--- config.mk ---
export PLATFORM = sky130hd
export DESIGN_NAME = ep0_setup_capture
export DESIGN_NICKNAME = d
export VERILOG_FILES = /design/src/rtl/ep0_setup_pkg.sv /design/src/rtl/setup_seq_fsm.sv /design/src/rtl/setup_byte_buffer.sv /design/src/rtl/ep0_dir_ctl.sv /design/src/rtl/ep0_setup_capture.sv
export SDC_FILE = /design/constraint.sdc
export NUM_CORES = 1
export LEC_CHECK = 0
export ABC_AREA = 0
export BUFFER_PORTS_ARGS = -buffer_cell sky130_fd_sc_hd__buf_2
export CORE_ASPECT_RATIO = 1.2
export CORE_MARGIN = 4
export CORE_UTILIZATION = 55
export CTS_BUF_LIST = sky130_fd_sc_hd__clkbuf_2
export CTS_CLUSTER_DIAMETER = 150
export DETAILED_ROUTE_END_ITERATION = 16
export PLACE_DENSITY_LB_ADDON = 0.2
export SLEW_MARGIN = 20
export SYNTH_ARGS = -nofsm -noshare
export SYNTH_HDL_FRONTEND = slang
export SYNTH_HIERARCHICAL = 1
export SYNTH_SLANG_ARGS = --single-unit
--- constraint.sdc ---
create_clock -name clk -period 2.6 [get_ports clk]
set_input_delay 0.39 -clock clk [delete_from_list [all_inputs] [get_ports clk]]
set_output_delay 0.39 -clock clk [all_outputs]
set_load 0.02 [all_outputs]
--- src/rtl/ep0_setup_pkg.sv ---
package ep0_setup_pkg;

  typedef enum logic [1:0] {
    ST_IDLE      = 2'd0,
    ST_WAIT_DATA = 2'd1,
    ST_RECV      = 2'd2
  } cap_state_t;

  typedef struct packed {
    logic nak;
    logic stall;
    logic toggle;
  } ep_ctl_t;

  localparam ep_ctl_t CTL_AFTER_SETUP = '{nak: 1'b1, stall: 1'b0, toggle: 1'b1};
  localparam ep_ctl_t CTL_RESET       = '{nak: 1'b0, stall: 1'b0, toggle: 1'b0};

endpackage

--- src/rtl/setup_seq_fsm.sv ---
module setup_seq_fsm
  import ep0_setup_pkg::*;
#(
  parameter int LEN    = 8,
  parameter int ADDR_W = 7,
  parameter int EP_W   = 4,
  localparam int CNT_W = $clog2(LEN + 2),
  localparam int IDX_W = (LEN > 1) ? $clog2(LEN) : 1
) (
  input  logic              clk,
  input  logic              rst,
  input  logic              func_en,
  input  logic [ADDR_W-1:0] own_addr,
  input  logic              tok_valid,
  input  logic              tok_is_setup,
  input  logic [ADDR_W-1:0] tok_addr,
  input  logic [EP_W-1:0]   tok_endp,
  input  logic              dat_start,
  input  logic              dat_pid_data0,
  input  logic              dat_byte_valid,
  input  logic              dat_end,
  input  logic              dat_crc_ok,
  output logic              wr_en,
  output logic [IDX_W-1:0]  wr_idx,
  output logic              commit
);

  localparam logic [CNT_W-1:0] CNT_FULL = CNT_W'(LEN);
  localparam logic [CNT_W-1:0] CNT_OVER = CNT_W'(LEN + 1);

  cap_state_t       state_q;
  logic [CNT_W-1:0] cnt_q;
  logic             tok_hit;
  logic             in_recv;

  assign tok_hit = tok_valid && tok_is_setup && (tok_addr == own_addr) && (tok_endp == '0);
  // Payload handling only when no higher-priority event preempts it
  assign in_recv = (state_q == ST_RECV) && func_en && !tok_valid;

  assign commit = in_recv && dat_end && dat_crc_ok && (cnt_q == CNT_FULL);
  assign wr_en  = in_recv && !dat_end && dat_byte_valid && (cnt_q < CNT_FULL);
  assign wr_idx = cnt_q[IDX_W-1:0];

  always_ff @(posedge clk) begin
    if (rst) begin
      state_q <= ST_IDLE;
      cnt_q   <= '0;
    end else if (!func_en) begin
      state_q <= ST_IDLE;
      cnt_q   <= '0;
    end else if (tok_valid) begin
      state_q <= tok_hit ? ST_WAIT_DATA : ST_IDLE;
      cnt_q   <= '0;
    end else begin
      unique case (state_q)
        ST_WAIT_DATA: begin
          if (dat_start) begin
            state_q <= dat_pid_data0 ? ST_RECV : ST_IDLE;
            cnt_q   <= '0;
          end
        end
        ST_RECV: begin
          if (dat_end) begin
            state_q <= ST_IDLE;
          end else if (dat_byte_valid && (cnt_q != CNT_OVER)) begin
            cnt_q <= cnt_q + 1'b1;
          end
        end
        default: state_q <= ST_IDLE;
      endcase
    end
  end

endmodule

--- src/rtl/setup_byte_buffer.sv ---
module setup_byte_buffer #(
  parameter int LEN    = 8,
  parameter int DW     = 8,
  localparam int IDX_W = (LEN > 1) ? $clog2(LEN) : 1
) (
  input  logic              clk,
  input  logic              rst,
  input  logic              wr_en,
  input  logic [IDX_W-1:0]  wr_idx,
  input  logic [DW-1:0]     din,
  input  logic              commit,
  output logic [LEN*DW-1:0] data_q
);

  // Staging store: written one byte at a time, no reset, RAM-style
  logic [DW-1:0] stage [LEN];

  always_ff @(posedge clk) begin
    if (wr_en) stage[wr_idx] <= din;
  end

  // Published copy: all lanes move together on commit only
  for (genvar i = 0; i < LEN; i++) begin : g_lane
    always_ff @(posedge clk) begin
      if (rst)         data_q[i*DW +: DW] <= '0;
      else if (commit) data_q[i*DW +: DW] <= stage[i];
    end
  end

endmodule

--- src/rtl/ep0_dir_ctl.sv ---
module ep0_dir_ctl
  import ep0_setup_pkg::*;
(
  input  logic    clk,
  input  logic    rst,
  input  logic    setup_done,
  input  logic    fw_we,
  input  ep_ctl_t fw_wdata,
  output ep_ctl_t ctl_q
);

  always_ff @(posedge clk) begin
    if (rst)             ctl_q <= CTL_RESET;
    else if (setup_done) ctl_q <= CTL_AFTER_SETUP;
    else if (fw_we)      ctl_q <= fw_wdata;
  end

endmodule

--- src/rtl/ep0_setup_capture.sv ---
module ep0_setup_capture
  import ep0_setup_pkg::*;
#(
  parameter int LEN    = 8,
  parameter int ADDR_W = 7,
  parameter int EP_W   = 4,
  localparam int DW    = 8,
  localparam int IDX_W = (LEN > 1) ? $clog2(LEN) : 1,
  localparam int NDIR  = 2
) (
  input  logic              clk,
  input  logic              rst,
  input  logic              func_en,
  input  logic [ADDR_W-1:0] own_addr,
  input  logic              tok_valid,
  input  logic              tok_is_setup,
  input  logic [ADDR_W-1:0] tok_addr,
  input  logic [EP_W-1:0]   tok_endp,
  input  logic              dat_start,
  input  logic              dat_pid_data0,
  input  logic              dat_byte_valid,
  input  logic [DW-1:0]     dat_byte,
  input  logic              dat_end,
  input  logic              dat_crc_ok,
  input  logic              fw_ctl_we_in,
  input  logic              fw_ctl_we_out,
  input  logic [2:0]        fw_ctl_wdata,
  input  logic              fw_setup_clr,
  output logic              hs_ack,
  output logic              setup_rcvd,
  output logic [LEN*DW-1:0] setup_data,
  output logic              ep0_in_nak,
  output logic              ep0_in_stall,
  output logic              ep0_in_toggle,
  output logic              ep0_out_nak,
  output logic              ep0_out_stall,
  output logic              ep0_out_toggle
);

  logic             wr_en;
  logic [IDX_W-1:0] wr_idx;
  logic             commit;

  setup_seq_fsm #(.LEN(LEN), .ADDR_W(ADDR_W), .EP_W(EP_W)) u_fsm (
    .clk            (clk),
    .rst            (rst),
    .func_en        (func_en),
    .own_addr       (own_addr),
    .tok_valid      (tok_valid),
    .tok_is_setup   (tok_is_setup),
    .tok_addr       (tok_addr),
    .tok_endp       (tok_endp),
    .dat_start      (dat_start),
    .dat_pid_data0  (dat_pid_data0),
    .dat_byte_valid (dat_byte_valid),
    .dat_end        (dat_end),
    .dat_crc_ok     (dat_crc_ok),
    .wr_en          (wr_en),
    .wr_idx         (wr_idx),
    .commit         (commit)
  );

  setup_byte_buffer #(.LEN(LEN), .DW(DW)) u_buf (
    .clk    (clk),
    .rst    (rst),
    .wr_en  (wr_en),
    .wr_idx (wr_idx),
    .din    (dat_byte),
    .commit (commit),
    .data_q (setup_data)
  );

  // Direction 0 = IN, direction 1 = OUT
  logic [NDIR-1:0] fw_we;
  ep_ctl_t         ctl_q [NDIR];

  assign fw_we = {fw_ctl_we_out, fw_ctl_we_in};

  for (genvar d = 0; d < NDIR; d++) begin : g_dir
    ep0_dir_ctl u_ctl (
      .clk        (clk),
      .rst        (rst),
      .setup_done (commit),
      .fw_we      (fw_we[d]),
      .fw_wdata   (ep_ctl_t'(fw_ctl_wdata)),
      .ctl_q      (ctl_q[d])
    );
  end

  assign ep0_in_nak     = ctl_q[0].nak;
  assign ep0_in_stall   = ctl_q[0].stall;
  assign ep0_in_toggle  = ctl_q[0].toggle;
  assign ep0_out_nak    = ctl_q[1].nak;
  assign ep0_out_stall  = ctl_q[1].stall;
  assign ep0_out_toggle = ctl_q[1].toggle;

  always_ff @(posedge clk) begin
    if (rst) begin
      hs_ack     <= 1'b0;
      setup_rcvd <= 1'b0;
    end else begin
      hs_ack <= commit;
      if (commit)            setup_rcvd <= 1'b1;
      else if (fw_setup_clr) setup_rcvd <= 1'b0;
    end
  end

endmodule

==> flow_summary_export.csv, run 1 <==
group,metric,value,unit
drt,ant_nets,0,
global_routing,grt_overflow,0,
pwr,worst_ir_drop_vdd,0.311,mV
drt,met1_length,4290,um
drt,via_per_inst,5.00,
synthesis,synth_fa_ha_area_share,0.744,%
synthesis,synth_warnings,6,
floorplanning,die_x,95.4,um
synthesis,synthesis.area,5040,um2
clocking,tritoncts,"done",
setup_path,critPathRequiredTime,3.14,ns
pwr,power.leakage,2.34,nW
global_routing,grt_usage,20.0,%
global_routing,grt_max_degree,51,
clocking,clockBufferDepth,2,
setup_path,critPathMaxStageDelay,0.55,ns
run_status,status,"finished clean",
final_layout,drive_gt1_share,29.1,%
final_layout,syn_to_final_growth,19.6,%
synthesis,synth_top_family_by_area,"multiplexers",
clocking,clk_pin_slew,0.19,ns
timing,drv_slew,0,
floorplanning,row_count,38,
drt,dr_wl_met2,5070,um
floorplanning,core,8990,um2
min_path,hold-path-endpoint,"g_dir[0].u_ctl/ctl_q[2]",
synthesis,post_synth_num_cell_types,33,
clocking,cts_resized,0,
clocking,cts_sinks,142,
min_path,min-delay-start,"fw_ctl_we_in",
min_path,hold_depth,3,
global_routing,grt_pass1_vias,3216,
synthesis,synthMuxAreaShare,14.1,%
timing,fin_ws,0.485,ns
global_routing,grt_pass1_wl,15900,um
drt,wl_met3,614,um
synthesis,ys_seq_area_share,69.0,%
setup_path,rr_startpoint,"u_fsm/state_q[1]",
synthesis,synth_fp_nets,413,
synthesis,synth_area_per_cell,13.7,um2
clocking,root_buffer,"clkbuf_2",
floorplanning,fp.dieH,113,um
final_layout,final_cell_mix,"buf_2, dfxtp_1, nor2_1",
global_routing,grt_antenna_before_repair,0,
clocking,postCtsHoldBufs,9,
synthesis,synth_compound_area_share,1.54,%
drt,routed-via-count,3196,
timing,tightest_slew,0.733,ns
placed_design,portBuffers,113,
setup_path,path_cells,"or2b_1 -> nor4_2 -> buf_12 -> mux2i_1 -> nor2_1",
setup_path,crit_arrival,2.65,ns
drt,drt_iter0_markers,181,
pwr,p_per_area,580,nW/um2
placed_design,placed_area,5700,um2
timing,period_needed,2.12,ns
min_path,hp-class,"in2reg",
placed_design,place_ws,0.420,ns
setup_path,path_max_fanout,41,
timing,skew,0.0251,ns
floorplanning,io_pins,114,
setup_path,end_kind,"flop",
timing,setup_viol,0,
synthesis,synth-simple-area-share,9.85,%
timing,period_share,81.3,%
synthesis,yosys.area_share.xor_xnor,1.22,%
floorplanning,start_util,56.1,%
setup_path,reg2reg_to,"u_buf/data_q[20]",
clocking,cts_setup_buffers,0,
timing,fmax,0.473,GHz
timing,slew_headroom,50.9,%
placed_design,hpwl,6590,um
synthesis,synth_seq_cells,142,
drt,drt-wirelength-per-cell,15.9,um
final_layout,antennaDiodeCount,0,
timing,hold_viol,0,
timing,grt_setup_unrepaired,"no",
timing,setup-tns-final,0,ns
setup_path,ff2ff_setup_slack,0.48,ns
drt,routed_wl,10200,um
final_layout,fin_area,6030,um2
drt,top_layer,"met4",
drt,drc,0,
setup_path,reg2reg_depth,5,
drt,drtPass1Iterations,4,
synthesis,syn_inst,368,
setup_path,startpoint_type,"flop",
final_layout,final_nets,551,
placed_design,gp_congestion,0.777,
clocking,clk_latency,0.66,ns
clocking,cts_made_buffers,17,
floorplanning,dieArea,10800,um2
setup_path,slowest_stage,"nor4_2",
clocking,cts_max_level,4,
run,maxCapViolations,0,
final_layout,mostFrequentLayoutCell,"buf_2",
setup_path,worstSetupPathType,"reg2reg",
==> cells in the mapped netlist, drive strengths merged <==
| cell type | number | share of area [%] |
|---|---|---|
| a21oi | 9 | 0.97 |
| nand4 | 1 | 0.12 |
| o21ba | 1 | 0.20 |
| nand2 | 4 | 0.30 |
| nor4 | 2 | 0.25 |
| or3 | 1 | 0.12 |
| clkbuf | 2 | 0.17 |
| or3b | 1 | 0.17 |
| dfxtp | 78 | 31 |
| mux2i | 71 | 14 |
| nand4bb | 1 | 0.55 |
| edfxtp | 64 | 38 |
| nand2b | 5 | 0.62 |
| inv | 6 | 0.45 |
| buf | 16 | 2.9 |
| and3b | 2 | 0.35 |
| xnor2 | 5 | 0.87 |
| ha | 3 | 0.74 |
| o21ai | 2 | 0.20 |
| nor4b | 2 | 0.35 |
| nand3 | 4 | 0.40 |
| nor2 | 77 | 5.7 |
| nor2b | 1 | 0.12 |
| or2b | 1 | 0.15 |
| a31o | 1 | 0.17 |
| xor2 | 2 | 0.35 |
| nor3 | 5 | 0.50 |
| or2 | 1 | 0.12 |
==> cells by family (layout without fill, tap and decap cells) <==
kind of cell	Yosys count	in the layout
DFF	142	142
and+or+nand+nor	108	108
muxes	71	71
buffers and inverters	24	175
AOI/OAI and AO/OA	13	13
xor gates and xnor gates	7	7
adders and majority gates	3	3
==> through the flow <==
stage	hold slack, ns	cells	utilization (%)	power, mW
floorplan	0.452	368	-	2.43
global placement	0.459	592	63.5	2.50
detailed placement	0.470	592	63.5	2.50
CTS	0.00299	633	66.5	3.52
global route	0.00704	639	67.2	3.65
finish	0.103	639	67.2	3.50
==> registers in the layout, indices dropped and copies added (netlist names) <==
register	cells
u_buf/data_q	64
u_fsm/state_q	2
u_buf/stage	64
g_dir.u_ctl/ctl_q	6
u_fsm/cnt_q	4
hs_ack	1
setup_rcvd	1
==> cell type report <==
class / count / area [um2]
clock inverter: 11 / 75.1
fill: 680 / 2950
clock buffer: 21 / 105
multi-input combinational: 202 / 1390
timing repair buffer: 137 / 808
tap: 120 / 150
sequential: 142 / 3480
inverter: 6 / 22.5
==> how the worst max path moves through the flow <==
| stage | start | to | slack [ns] | cells past startpoint |
|---|---|---|---|---|
| 6_report | u_fsm/state_q[1] | u_buf/data_q[20] | 0.48 | 5 |
| 5_1_grt | u_fsm/state_q[1] | u_buf/data_q[21] | 0.33 | 5 |
| 4_1_cts | u_fsm/state_q[1] | u_buf/data_q[20] | 0.51 | 5 |
| 3_5_place_dp | dat_end | u_buf/stage[6][3] | 0.42 | 5 |
| 3_3_place_gp | dat_end | u_buf/stage[6][4] | 0.42 | 5 |
| 2_1_floorplan | u_fsm/state_q[1] | u_buf/data_q[0] | 0.51 | 6 |
==> routing by layer <==
layer	up-vias	global-route usage, %
li1	1561	-
met1	1507	24.5
met2	111	32.7
met3	17	5.98
met4	0	8.54
met5	-	0
==> worst max-delay path: cells and delay by family (launching register included) <==
| kind | cells | cell delay (ns) |
|---|---|---|
| buf+inv | 1 | 0.34 |
| flops | 1 | 0.46 |
| mux | 1 | 0.23 |
| simple gates | 3 | 0.93 |
==> report_power, final <==
group          leakage (nW)  total (mW)  internal, mW  switching (mW)
logic                  1.02       0.128        0.0544          0.0732
registers              1.20        2.34          2.34         0.00273
clock network         0.123        1.03         0.335           0.697
total                  2.34        3.50          2.73           0.773
(Power assumes the default switching activity.)
==> run 2, diff against run 1 <==
Settings changed: CORE_UTILIZATION 55 to 50.
Clock period 2.6 ns to 1.9 ns, I/O delays scaled along.
==> run 2 against run 1 <==
Highest routed layer unchanged. Non-clock buffer count grew 17. Sequential share of layout area shrank 3.2 points. Via count grew 2.7%. Core utilization shrank 1.3 points. Die area grew 9.2%. Sequential power grew 37%. Flip-flop and latch count is the same. Fmax grew 16%. Register-to-register slack lost 0.41 ns.
==> flow_summary_export.csv, run 2 (same netlist as run 1, synthesis figures left out) <==
group,metric,value,unit
run_status,status,"finished clean",
drt,met1_length,4600,um
placed_design,place_ws,0.0709,ns
floorplanning,dieArea,11800,um2
clocking,clk_latency,0.65,ns
global_routing,grt_overflow,0,
drt,dr_wl_met2,5470,um
timing,setup-tns-final,0,ns
timing,tightest_slew,0.578,ns
floorplanning,start_util,52.0,%
global_routing,grt_usage,18.5,%
drt,drt_iter0_markers,156,
clocking,cts_made_buffers,17,
final_layout,fillers,721,
timing,drv_slew,0,
clocking,clk_pin_slew,0.19,ns
final_layout,mostFrequentLayoutCell,"buf_2",
setup_path,end_kind,"flop",
floorplanning,io_pins,114,
clocking,root_buffer,"clkbuf_2",
timing,fin_ws,0.0733,ns
clocking,tritoncts,"done",
setup_path,critPathRequiredTime,2.42,ns
placed_design,portBuffers,113,
final_layout,drive_gt1_share,31.0,%
timing,setup_viol,0,
global_routing,grt_pass1_vias,3299,
global_routing,grt_pass1_wl,16800,um
setup_path,worstSetupPathType,"reg2reg",
pwr,power.total,5.65,mW
setup_path,reg2reg_to,"u_buf/data_q[1]",
setup_path,reg2reg_depth,8,
min_path,hold-path-endpoint,"u_buf/data_q[36]",
final_layout,syn_to_final_growth,26.7,%
min_path,hold_depth,3,
setup_path,rr_startpoint,"u_fsm/cnt_q[1]",
timing,fmax,0.547,GHz
final_layout,final_nets,568,
final_layout,reg_top3,"u_buf/data_q: 64 flops, u_buf/stage: 64 flops, g_dir.u_ctl/ctl_q: 6 flops",
drt,drtPass1Iterations,4,
setup_path,startpoint_type,"flop",
timing,period_share,96.1,%
setup_path,crit_arrival,2.35,ns
pwr,worst_ir_drop_vdd,0.506,mV
drt,top_layer,"met4",
global_routing,grt_antenna_before_repair,0,
timing,period_needed,1.83,ns
drt,ant_nets,0,
drt,wl_met3,629,um
timing,slew_headroom,61.4,%
final_layout,finalNonFillerCells,659,
setup_path,path_max_fanout,18,
drt,drc,0,
clocking,cts_sinks,142,
placed_design,place_inst,602,
final_layout,regArea,3480,um2
placed_design,gp_congestion,0.795,
global_routing,grt_max_degree,54,
min_path,hp-class,"in2reg",
drt,drt-wirelength-per-cell,16.4,um
floorplanning,fp.dieH,118,um
final_layout,antennaDiodeCount,0,
drt,via_per_inst,4.98,
drt,routed-via-count,3281,
setup_path,ff2ff_setup_slack,0.07,ns
final_layout,multi_input_area,1400,um2
final_layout,final_cell_mix,"buf_2, nor2_1, dfxtp_1",
timing,skew,0.0236,ns
timing,hold_viol,0,
floorplanning,row_count,39,
clocking,cts_max_level,4,
placed_design,hpwl,6820,um
run,maxCapViolations,0,
min_path,min-delay-start,"rst",
floorplanning,die_x,99.7,um
pwr,power.leakage,2.52,nW
drt,routed_wl,10800,um
floorplanning,core,9710,um2
pwr,p_per_area,884,nW/um2
clocking,clockBufferDepth,2,
[run 2: cell types whose count changed in the layout (fill, tap and decap cells not counted), moves of 2 or more]
cell	before	now
dlygate4sd3_1	15	22
buf_12	2	0
clkbuf_16	0	2
clkinv_1	6	3
bufinv_16	1	7
buf_4	7	14
buf_6	0	2
clkbuf_2	21	18
[run 2: critical path: stages, from the launching register on]
cell,delay (ns)
dfxtp_2,0.36
inv_1,0.07
ha_1,0.18
nand3_2,0.10
nor4_4,0.30
buf_6,0.19
buf_6,0.24
mux2i_1,0.21
nor2_1,0.05
[run 2: stage by stage]
step / hold WS (ns) / instance area [um2] / util, %
2_1_floorplan: 0.347 / 5050 / -
3_3_place_gp: 0.460 / 5770 / 59.4
3_5_place_dp: 0.474 / 5770 / 59.4
4_1_cts: 0.0384 / 6320 / 65.1
5_1_grt: 0.0435 / 6390 / 65.8
6_report: 0.0950 / 6390 / 65.8
[run 2: final cells by class]
class | instances | area share (%)
well taps | 123 | 2.41
flip-flops and latches | 142 | 54.5
multi-input cells | 202 | 22.0
clock buffers | 18 | 1.41
repair buffers | 154 | 15.5
clock inverters | 14 | 3.84
inverters | 6 | 0.352
[run 2: worst max-delay path by stage]
stage                     startpoint           endpoint  cells after the start
global placement             dat_end  u_buf/stage[0][3]                      6
finish                u_fsm/cnt_q[1]    u_buf/data_q[1]                      8
detailed placement  u_fsm/state_q[1]   u_buf/data_q[41]                      5
global route          u_fsm/cnt_q[1]   u_buf/data_q[60]                      8
CTS                 u_fsm/state_q[1]   u_buf/data_q[41]                      5
floorplan           u_fsm/state_q[1]    u_buf/data_q[0]                      6
[run 2: power breakdown]
part	switching (mW)	internal, mW
sequential	0.00391	3.20
combinational	0.105	0.0884
clock	1.01	1.25
[run 2: repair_timing]
item                       4_1_cts  5_1_grt
buffers inserted                 0        1
hold endpoints to repair        74        0
hold buffers                    22        0
setup endpoints to repair        0       23
resized for setup                0        5
[run 2: per-layer routing]
| layer | vias to the layer above | track usage, % |
|---|---|---|
| met5 | - | 0 |
| met4 | 0 | 5.81 |
| met3 | 9 | 5.63 |
| met2 | 104 | 31.1 |
| met1 | 1567 | 22.6 |
| li1 | 1601 | - |
==> run 3, diff against run 2 <==
Settings changed: CORE_ASPECT_RATIO 1.2 to 0.5.
==> run 3 against run 2 <==
Die area grew 0.77%. Hold slack is essentially flat. Cell count grew 1.8%. Core utilization is essentially flat. Critical endpoint is now u_buf/data_q[23]. Highest routed layer unchanged.
==> flow_summary_export.csv, run 3 (same netlist as run 1, synthesis figures left out) <==
group,metric,value,unit
timing,grt_setup_unrepaired,"no",
global_routing,grtUsageMet2,30.3,%
timing,setup-tns-final,0,ns
final_layout,final_nets,568,
floorplanning,dieArea,11900,um2
timing,slew_headroom,71.8,%
clocking,root_buffer,"clkbuf_2",
timing,skew,0.0290,ns
run,maxCapViolations,0,
clocking,tritoncts,"done",
pwr,power.total,5.18,mW
pwr,worst_ir_drop_vdd,0.361,mV
floorplanning,io_pins,114,
timing,drv_slew,0,
timing,setup_viol,0,
pwr,power.leakage,2.48,nW
global_routing,grt_pass1_wl,16600,um
clocking,cts_sinks,142,
setup_path,critPathRequiredTime,2.46,ns
setup_path,path_max_fanout,18,
placed_design,portBuffers,113,
placed_design,gp_congestion,0.784,
floorplanning,start_util,52.4,%
drt,routed_wl,10400,um
pwr,p_int,4.03,mW
global_routing,grt_antenna_before_repair,0,
timing,fin_ws,0.122,ns
timing,timing.hold.ws,0.0952,ns
timing,period_share,93.6,%
pwr,p_clk_share,34.4,%
pwr,switchingPower,1.15,mW
drt,drc,0,
clocking,cts_made_buffers,17,
final_layout,mostFrequentLayoutCell,"buf_2",
pwr,p_sw_share,22.2,%
global_routing,grt_pass1_vias,3288,
floorplanning,die_x,150,um
clocking,clk_latency,0.67,ns
timing,hold_viol,0,
drt,routed-via-count,3239,
placed_design,hpwl,6710,um
final_layout,drive_gt1_share,30.8,%
pwr,combPwrFrac,3.8,%
final_layout,fin_util,65.8,%
global_routing,grt_busiest_layer,"met2",
pwr,p_per_area,817,nW/um2
global_routing,grt_max_degree,65,
global_routing,grt_usage,18.7,%
drt,drt-wirelength-per-cell,15.5,um
final_layout,syn_to_final_growth,25.7,%
global_routing,grt_overflow,0,
setup_path,end_kind,"flop",
drt,via_per_inst,4.83,
clocking,cts_setup_buffers,0,
final_layout,reg_top3,"u_buf/data_q: 64 flops, u_buf/stage: 64 flops, g_dir.u_ctl/ctl_q: 6 flops",
setup_path,startpoint_type,"flop",
floorplanning,fp.dieH,79.0,um
clocking,clk_pin_slew,0.18,ns
drt,drt_iter0_markers,142,
setup_path,crit_arrival,2.34,ns
pwr,seq_power_share,61.8,%
drt,ant_nets,0,
placed_design,place_ws,0.0803,ns
setup_path,worstSetupPathType,"reg2reg",
drt,drtPass1Iterations,4,
run_status,status,"finished clean",
timing,period_needed,1.78,ns
floorplanning,row_count,25,
clocking,clockBufferDepth,2,
min_path,hp-class,"in2reg",
timing,fmax,0.562,GHz
clocking,cts_max_level,4,
final_layout,antennaDiodeCount,0,
final_layout,fillers,764,
final_layout,final_cell_mix,"buf_2, nor2_1, dfxtp_1",
timing,tightest_slew,0.422,ns
global_routing,met1_usage,23.7,%
floorplanning,core,9630,um2
global_routing,met3_usage,6.78,%
-- run 3: critical path, stage by stage (launching register included) --
cell     delay (ns)
dfxtp_2        0.40
or2b_1         0.27
nor4_4         0.33
buf_12         0.21
buf_12         0.19
mux2i_1        0.22
nor2_1         0.05
-- run 3: final cells by class --
cell class / count / area (um2) / share of cell area [%]
Tap cell: 135 / 169 / 2.66
Clock inverter: 12 / 146 / 2.31
Inverter: 6 / 22.5 / 0.355
Clock buffer: 20 / 100 / 1.58
Sequential cell: 142 / 3480 / 55.0
Multi-Input combinational cell: 202 / 1400 / 22.1
Timing Repair Buffer: 154 / 1020 / 16.1
-- run 3: per-stage QoR --
stage,cell area [um2],cells
after floorplan,5050,368
after global placement,5860,616
after detailed placement,5860,616
after CTS,6340,671
after global routing,6340,671
final,6340,671
-- run 3: timing repair --
| item | in CTS | in global routing |
|---|---|---|
| hold endpoints to repair | 82 | 0 |
| gates resized for setup | 0 | 1 |
| setup endpoints to repair | 0 | 3 |
| hold buffers | 23 | 0 |
-- run 3: per-layer routing --
metal	part of all wire, %	routed length [um]
met1	45	4700
met5	0	0
met3	7.7	805
met2	47	4850
met4	0.54	56
-- run 3: power by group through the flow --
stage	Clock, mW	Combinational (mW)	Sequential, mW
floorplan	0	0.0488	3.27
global placement	0	0.160	3.27
global route	1.97	0.214	3.20
detailed placement	0	0.161	3.26
finish	1.78	0.197	3.20
CTS	1.81	0.197	3.20
-- run 3: final timing paths --
| check | start | to | slack [ns] | cells past startpoint |
|---|---|---|---|---|
| max reg2reg | u_fsm/state_q[1] | u_buf/data_q[23] | 0.12 | 6 |
| max | u_fsm/state_q[1] | u_buf/data_q[23] | 0.12 | 6 |
| min reg2reg | u_buf/stage[1][4] | u_buf/data_q[12] | 0.48 | 2 |
| min | dat_end | u_fsm/cnt_q[3] | 0.1 | 4 |
